$ cat src/rtl/sci_irq_pkg.sv
package sci_irq_pkg;
  localparam int NFLAG = 6;
  localparam int NREQ  = 4;
  localparam int VW    = $clog2(NREQ);
  // flag positions
  localparam int F_TXE  = 0;
  localparam int F_TEND = 1;
  localparam int F_RXF  = 2;
  localparam int F_OVR  = 3;
  localparam int F_PER  = 4;
  localparam int F_FER  = 5;
  localparam logic [NFLAG-1:0] FLAG_RST = 6'b000011;
  // request index equals vector code; lower index has higher priority
  typedef enum logic [VW-1:0] {
    V_ERR  = 2'd0,
    V_RXF  = 2'd1,
    V_TXE  = 2'd2,
    V_TEND = 2'd3
  } vec_e;
endpackage

$ cat src/rtl/sci_flag_cell.sv
module sci_flag_cell #(
  parameter logic RST_VAL = 1'b0
) (
  input  logic clk,
  input  logic rst,
  input  logic set_i,
  input  logic rd_i,
  input  logic clr_i,
  input  logic hw_clr_i,
  output logic flag_o,
  output logic flag_d_o
);
  logic armed_q;
  logic armed_d;
  logic clr_ok;

  assign clr_ok   = (clr_i && armed_q) || hw_clr_i;
  assign flag_d_o = set_i || (flag_o && !clr_ok);
  assign armed_d  = flag_d_o && ((armed_q && !clr_i) || (rd_i && flag_o));

  always_ff @(posedge clk) begin
    if (rst) begin
      flag_o  <= RST_VAL;
      armed_q <= 1'b0;
    end else begin
      flag_o  <= flag_d_o;
      armed_q <= armed_d;
    end
  end

  // a set event is never lost
  a_r4_set_wins: assert property (@(posedge clk) disable iff (rst)
    set_i |=> flag_o);
  // an unarmed clear leaves the flag alone
  a_r3_unarmed_clear_ignored: assert property (@(posedge clk) disable iff (rst)
    (flag_o && !armed_q && !set_i && !hw_clr_i) |=> flag_o);
  // hardware clear drops the flag
  a_r8_hw_clear: assert property (@(posedge clk) disable iff (rst)
    (hw_clr_i && !set_i) |=> !flag_o);
endmodule

$ cat src/rtl/sci_irq_prio.sv
module sci_irq_prio
  import sci_irq_pkg::*;
(
  input  logic            clk,
  input  logic            rst,
  input  logic [NREQ-1:0] req_d,
  output logic [NREQ-1:0] irq_q,
  output logic [VW-1:0]   vec_q,
  output logic            valid_q
);
  logic [VW-1:0] win;

  always_comb begin
    win = '0;
    for (int i = NREQ-1; i >= 0; i--) begin
      if (req_d[i]) win = VW'(i);
    end
  end

  always_ff @(posedge clk) begin
    if (rst) begin
      irq_q   <= '0;
      vec_q   <= '0;
      valid_q <= 1'b0;
    end else begin
      irq_q   <= req_d;
      vec_q   <= win;
      valid_q <= |req_d;
    end
  end

  // valid tracks pending requests, code names an active one
  a_r10_valid_matches: assert property (@(posedge clk) disable iff (rst)
    valid_q == (|irq_q));
  a_r10_code_active: assert property (@(posedge clk) disable iff (rst)
    valid_q |-> irq_q[vec_q]);
  a_r10_txe_over_tend: assert property (@(posedge clk) disable iff (rst)
    (irq_q[V_TXE] && irq_q[V_TEND] && !irq_q[V_ERR] && !irq_q[V_RXF]) |-> vec_q == V_TXE);
endmodule

$ cat src/rtl/sci_irq_ctrl.sv
module sci_irq_ctrl
  import sci_irq_pkg::*;
(
  input  logic             clk,
  input  logic             rst,
  input  logic [NFLAG-1:0] flag_set,
  input  logic             cpu_rd,
  input  logic [NFLAG-1:0] cpu_clr,
  input  logic             en_txe,
  input  logic             en_tend,
  input  logic             en_rxf,
  input  logic             en_err,
  input  logic             dma_tx_ack,
  input  logic             dma_rx_ack,
  input  logic             xfer_tx_ack,
  input  logic             xfer_rx_ack,
  input  logic             xfer_hold,
  input  logic             xfer_cnt_zero,
  output logic [NFLAG-1:0] status,
  output logic             irq_txe,
  output logic             irq_tend,
  output logic             irq_rxf,
  output logic             irq_err,
  output logic [VW-1:0]    vec,
  output logic             vec_valid
);
  logic             xfer_ok;
  logic [NFLAG-1:0] hw_clr;
  logic [NFLAG-1:0] flag_d;
  logic [NREQ-1:0]  req_d;
  logic [NREQ-1:0]  irq_q;

  // second engine clears only with hold off and counter non-zero
  assign xfer_ok = !xfer_hold && !xfer_cnt_zero;

  always_comb begin
    hw_clr        = '0;
    hw_clr[F_TXE] = dma_tx_ack || (xfer_tx_ack && xfer_ok);
    hw_clr[F_RXF] = dma_rx_ack || (xfer_rx_ack && xfer_ok);
  end

  for (genvar g = 0; g < NFLAG; g++) begin : g_flag
    sci_flag_cell #(.RST_VAL(FLAG_RST[g])) u_cell (
      .clk      (clk),
      .rst      (rst),
      .set_i    (flag_set[g]),
      .rd_i     (cpu_rd),
      .clr_i    (cpu_clr[g]),
      .hw_clr_i (hw_clr[g]),
      .flag_o   (status[g]),
      .flag_d_o (flag_d[g])
    );
  end

  always_comb begin
    req_d         = '0;
    req_d[V_ERR]  = (flag_d[F_OVR] || flag_d[F_PER] || flag_d[F_FER]) && en_err;
    req_d[V_RXF]  = flag_d[F_RXF] && en_rxf;
    req_d[V_TXE]  = flag_d[F_TXE] && en_txe;
    req_d[V_TEND] = flag_d[F_TEND] && en_tend;
  end

  sci_irq_prio u_prio (
    .clk     (clk),
    .rst     (rst),
    .req_d   (req_d),
    .irq_q   (irq_q),
    .vec_q   (vec),
    .valid_q (vec_valid)
  );

  assign irq_err  = irq_q[V_ERR];
  assign irq_rxf  = irq_q[V_RXF];
  assign irq_txe  = irq_q[V_TXE];
  assign irq_tend = irq_q[V_TEND];

  // transmit-end request needs its flag
  a_r6_tend_needs_flag: assert property (@(posedge clk) disable iff (rst)
    irq_tend |-> status[F_TEND]);
  // error request needs an error flag
  a_r7_err_needs_flag: assert property (@(posedge clk) disable iff (rst)
    irq_err |-> (status[F_OVR] || status[F_PER] || status[F_FER]));
  // a blocked second-engine ack does not clear transmit-empty
  a_r9_xfer_blocked: assert property (@(posedge clk) disable iff (rst)
    (status[F_TXE] && xfer_tx_ack && (xfer_hold || xfer_cnt_zero) && !dma_tx_ack && !cpu_clr[F_TXE])
      |=> status[F_TXE]);
  // both transmit flags cleared together leaves no transmit-end request
  a_r11_no_late_tend: assert property (@(posedge clk) disable iff (rst)
    ($fell(status[F_TXE]) && $fell(status[F_TEND])) |-> !irq_tend);
endmodule

$ cat config.mk
export PLATFORM = sky130hd
export DESIGN_NAME = sci_irq_ctrl
export DESIGN_NICKNAME = d
export VERILOG_FILES = /design/src/rtl/sci_irq_pkg.sv /design/src/rtl/sci_flag_cell.sv /design/src/rtl/sci_irq_prio.sv /design/src/rtl/sci_irq_ctrl.sv
export SDC_FILE = /design/constraint.sdc
export NUM_CORES = 1
export LEC_CHECK = 0
export BUFFER_PORTS_ARGS = -buffer_cell sky130_fd_sc_hd__buf_2
export CAP_MARGIN = 20
export CORE_ASPECT_RATIO = 1.2
export CORE_MARGIN = 2
export CORE_UTILIZATION = 44
export DETAILED_ROUTE_END_ITERATION = 6
export PLACE_DENSITY = 0.77
export RECOVER_POWER = 50
export SLEW_MARGIN = 5
export SYNTH_ARGS = -nofsm -noshare
export SYNTH_HDL_FRONTEND = slang
export SYNTH_SLANG_ARGS = --single-unit
$ cat constraint.sdc
create_clock -name clk -period 1.5 [get_ports clk]
set_input_delay 0.3 -clock clk [delete_from_list [all_inputs] [get_ports clk]]
set_output_delay 0.3 -clock clk [all_outputs]
set_load 0.02 [all_outputs]
After elaboration in Yosys (flattened, before gate mapping)
Cells that the tools add are included.
{"block": "totals", "regBits": 19, "latchBits": 0, "ram_bits": 0, "rom_bits": 0, "output_inout_bits": 13, "elab_cells": 91, "memories": 0}
{"block": "classes", "add_sub_neg": 0, "multipliers": 0, "n_div": 0, "order_cmp": 0, "n_eq_ne": 0, "n_shift": 0, "muxes": 3, "bitwise": 0, "n_reduce_logical": 72}
{"operator": "logical AND 1 bit", "n": 37}
{"operator": "logical OR 1 bit", "n": 18}
{"operator": "zero test 1 bit", "n": 14}
{"operator": "2-to-1 mux 2 bit", "n": 2}
{"operator": "OR reduction 4 bit", "n": 1}
{"operator": "OR reduction 3 bit", "n": 1}
{"operator": "OR reduction 2 bit", "n": 1}
{"operator": "2-to-1 mux 1 bit", "n": 1}

Longest topological paths before layout
{"block": "depth", "ltp_word": 11, "depth_mapped": 4, "ltp_nobuf": 4}

Cells and area by module
From an unflattened synthesis, not the netlist that was laid out.
{"block": "unflattened", "cells_unflattened": 86, "hier_area_um2": 785.8}
{"module": "sci_flag_cell at g_flag[2].u_cell ...", "n_inst": 4, "cells_each": 10, "area_per_inst_um2": 88.8, "seq_area_each_um2": 40.0}
{"module": "sci_irq_prio", "n_inst": 1, "cells_each": 18, "area_per_inst_um2": 207.7, "seq_area_each_um2": 140.1}
{"module": "sci_flag_cell at g_flag[0].u_cell ...", "n_inst": 2, "cells_each": 10, "area_per_inst_um2": 86.3, "seq_area_each_um2": 40.0}
{"module": "sci_irq_ctrl", "n_inst": 1, "cells_each": 8, "area_per_inst_um2": 50.0, "seq_area_each_um2": 0.0}

Least setup slack after synthesis
OpenSTA, ideal clock, no wires.
{"block": "synth_timing", "path_kind": "input to register", "from": "in xfer_hold", "to": "reg u_prio.vec_q[1]", "setup_ps": 116, "t_arrival_ps": 1246, "required_time_ps": 1384, "path_slack_ps": 138, "cell_stages": 4, "path_buffers": 0, "cell_sequence": "or3b_1 > a41o_1 > a21boi_2 > and3b_1"}
{"block": "synth_between", "elab_chain_len": 10, "word_cells_on_any_way": 18}
{"item": "start, declared", "line": "sci_irq_ctrl.sv:17", "text": "input logic xfer_hold,"}
{"item": "zero test 1 bit *", "line": "sci_irq_ctrl.sv:34", "text": "assign xfer_ok = !xfer_hold && !xfer_cnt_zero;"}
{"item": "logical AND 1 bit *", "line": "sci_irq_ctrl.sv:34"}
{"item": "logical AND 1 bit (on tied branches)", "line": "sci_irq_ctrl.sv:39, sci_irq_ctrl.sv:38"}
{"item": "logical OR 1 bit (on tied branches)", "line": "sci_irq_ctrl.sv:39, sci_irq_ctrl.sv:38"}
{"item": "logical OR 1 bit", "line": "sci_flag_cell.sv:17", "text": "assign clr_ok = (clr_i && armed_q) || hw_clr_i;"}
{"item": "zero test 1 bit", "line": "sci_flag_cell.sv:18", "text": "assign flag_d_o = set_i || (flag_o && !clr_ok);"}
{"item": "logical AND 1 bit", "line": "sci_flag_cell.sv:18"}
{"item": "logical OR 1 bit", "line": "sci_flag_cell.sv:18"}
{"item": "logical AND 1 bit (on tied branches)", "line": "sci_irq_ctrl.sv:58, sci_irq_ctrl.sv:59"}
{"item": "OR reduction 3 bit (no source line) / 2-to-1 mux 2 bit (equally long branches)"}
{"item": "end signal, assigned", "line": "sci_irq_prio.sv:27", "text": "vec_q <= win;"}
{"item": "end, declared", "line": "sci_irq_prio.sv:8", "text": "output logic [VW-1:0] vec_q,"}
Mark *: on every way between the ends. The rest lies on a longest branch, timed or not.
A chain may end at the register's enable or synchronous reset.

Worst setup path after layout
{"block": "layout_timing", "from": "reg g_flag[5].u_cell.flag_o", "to": "reg u_prio.vec_q[0]"}
{"block": "layout_between", "elab_chain_len": 5}
{"item": "start, declared", "line": "sci_flag_cell.sv:10", "text": "output logic flag_o,"}
{"item": "start signal, assigned", "line": "sci_flag_cell.sv:26", "text": "flag_o <= flag_d_o;"}
{"item": "logical AND 1 bit", "line": "sci_flag_cell.sv:18"}
{"item": "logical OR 1 bit", "line": "sci_flag_cell.sv:18"}
{"item": "logical OR 1 bit", "line": "sci_irq_ctrl.sv:57", "text": "req_d[V_ERR] = (flag_d[F_OVR] || flag_d[F_PER] || flag_d[F_FER]) && en_err;"}
{"item": "logical AND 1 bit", "line": "sci_irq_ctrl.sv:57"}
{"item": "OR reduction 2 bit (no source line)"}
No other way between the ends.

==> flow_summary.yaml <==
run_status:
  status: "complete, no violations"
route:
  drc: 0
  totalWireLength_um: 1670
  firstDrtPassIters: 4
  ant_nets: 0
  vias_per_cell: 5.31
  vias: 727
  wl_per_cell_um: 12.2
  drt_iter0_drc: 4
timing:
  final-setup-viol-count: 0
  grt_setup_unrepaired: "no"
  final.period_utilization_pct: 93.1
  max-slew-margin-rel_pct: 77.1
  tns_ns: 0
  hold_violations: 0
  tightest_slew_ns: 0.339
  skew_ns: 0.00237
  hold_ws_ns: 0.220
  drv_slew: 0
  fin_crit_ns: 1.40
  setup_slack_ns: 0.103
  fmax_mhz: 716
cells_and_area:
  drive_above_1_share_pct: 37.8
  finalNetCount: 145
  syn_to_final_growth_pct: 24.5
  design_area_um2: 991
  layout_common_cells: "buf_2, dfxtp_1, nor2_1"
  fin_util_pct: 59.6
  fillers: 165
  mostFrequentLayoutCell: "buf_2"
  diodes: 0
clocking:
  ctsHtreeMaxLevel: 1
  path_clk_slew_ns: 0.10
  post_cts_resized: 0
  clock-sinks: 19
  numCtsBuffers: 3
  cts_tree: "built"
  cts_setup_buffers: 0
  insertion_delay_ns: 0.29
  cts.root.buffer_cell: "clkbuf_4"
  cts_buffer_depth: 2
  cts_hold_buf: 0
worst_setup_path:
  start_kind: "register"
  worst_ep_arrival_time_ns: 1.63
  crit_required_ns: 1.74
  crit_path_max_incr_delay_ns: 0.40
  crit_family: "compound AO/OA/AOI/OAI gates"
  ff2ff_setup_slack_ns: 0.10
  path_buf_inv: 1
  critical_path_class: "register to register"
  crit_path_max_fanout: 3
  crit_slowest_cell: "o41ai_4"
  crit_path_end_kind: "register"
  worstPathCellList: "a21boi_0 -> buf_4 -> o41ai_4 -> and2b_1 -> a21boi_2"
floorplan:
  initial_core_util_pct: 47.9
  core_area_um2: 1660
  die_width_um: 42.8
  die-height_um: 50.6
  die_area_um2: 2170
  rows: 16
  io_pins: 38
yosys:
  ys_types: 27
  ys_warn_count: 0
  ys_seq_area_share_pct: 47.8
  synthCells: 83
  synth-seq-cells: 19
  avgSynthCellArea_um2: 9.59
  synth_area_leaders: "dfxtp_1, buf_4, a22oi_1"
  synth_nets: 108
  netlist_area_um2: 796
  synth_top_cell_area_share_pct: 47.8
  yosysTopAreaCell: "dfxtp_1"
global_routing:
  grt_pass1_wl_um: 2720
  track_usage_pct: 17.1
  grt_max_degree: 18
  antenna_found_initial: 0
  grt_pass1_vias: 678
  grt_overflow: 0
hold_path:
  hold_class: "input port to register"
power:
  p_per_area_nw_per_um2: 975
  vdd_ir_drop_max_v: 0.000510
  p_leak_nw: 0.476
placed_design:
  gp_congestion: 0.781
  dp_hpwl_um: 1360
  io_buffer_count: 37
  placed_area_um2: 973
  dpl_worst_slack_ns: -0.0292
job:
  cap_violations: 0
final cells by class:
type                    count  area, um2  area share [%]
repair buffers             40        198            19.9
clock inverters             1       5.00           0.505
multi-input cells          48        333            33.6
inverters                   8       30.0            3.03
flip-flops and latches     19        380            38.4
clock buffers               3       22.5            2.27
well taps                  18       22.5            2.27
cells by family after synthesis:
family / after synthesis / share of synthesized area [%]
AND/OR/NAND/NOR: 28 / 19.7
AO/OA/AOI/OAI: 20 / 22.2
flip-flops: 19 / 47.8
buffers and inverters: 16 / 10.4
flip-flops by register name (all words and copies together) (netlist names):
name,count
g_flag.u_cell.armed_q,6
g_flag.u_cell.flag_o,6
u_prio.irq_q,4
u_prio.vec_q,2
u_prio.valid_q,1
Yosys cell counts, drive strengths merged:
master and instances:
and2b 1, buf 6, nor3b 1, nand2 2
or3 3, and2 1, dfxtp 19, a41oi 2
o211ai 1, nor3 5, a21o 1, nand2b 1
o21ai 1, or2b 1, a21boi 6, inv 8
or3b 2, a41o 1, a22oi 5, clkbuf 2
o41ai 1, a31oi 1, and3b 1, a21oi 1
nor2 10
path summary, 6_finish.rpt:
path,cells past startpoint,end,startpoint
max reg2reg,5,u_prio.vec_q[0]$_SDFF_PP0_,g_flag[5].u_cell.flag_o$_SDFF_PP0_
max,5,u_prio.vec_q[0]$_SDFF_PP0_,g_flag[5].u_cell.flag_o$_SDFF_PP0_
min,2,u_prio.irq_q[1]$_SDFF_PP0_,en_rxf
min reg2reg,2,g_flag[1].u_cell.armed_q$_SDFF_PP0_,g_flag[1].u_cell.flag_o$_SDFF_PP1_
stage by stage:
| stage | cells | power (mW) |
|---|---|---|
| global placement | 133 | 0.726 |
| floorplan | 83 | 0.666 |
| global route | 137 | 1.03 |
| CTS | 137 | 0.979 |
| detailed placement | 133 | 0.734 |
| finish | 137 | 0.966 |
routing by layer:
layer	wire length [um]	GRT usage, %
met5	0	0
met4	46	10.4
met3	158	5.04
met1	618	16.8
met2	849	30.8
report_power, final:
group / switching, mW / internal, mW / leakage, nW / total [mW]
clock network: 0.150 / 0.0994 / 0.0177 / 0.249
registers: 0.0131 / 0.533 / 0.157 / 0.546
logic: 0.0953 / 0.0758 / 0.301 / 0.171
total: 0.258 / 0.708 / 0.476 / 0.966
Note: power is estimated with default switching activity, not from simulation.
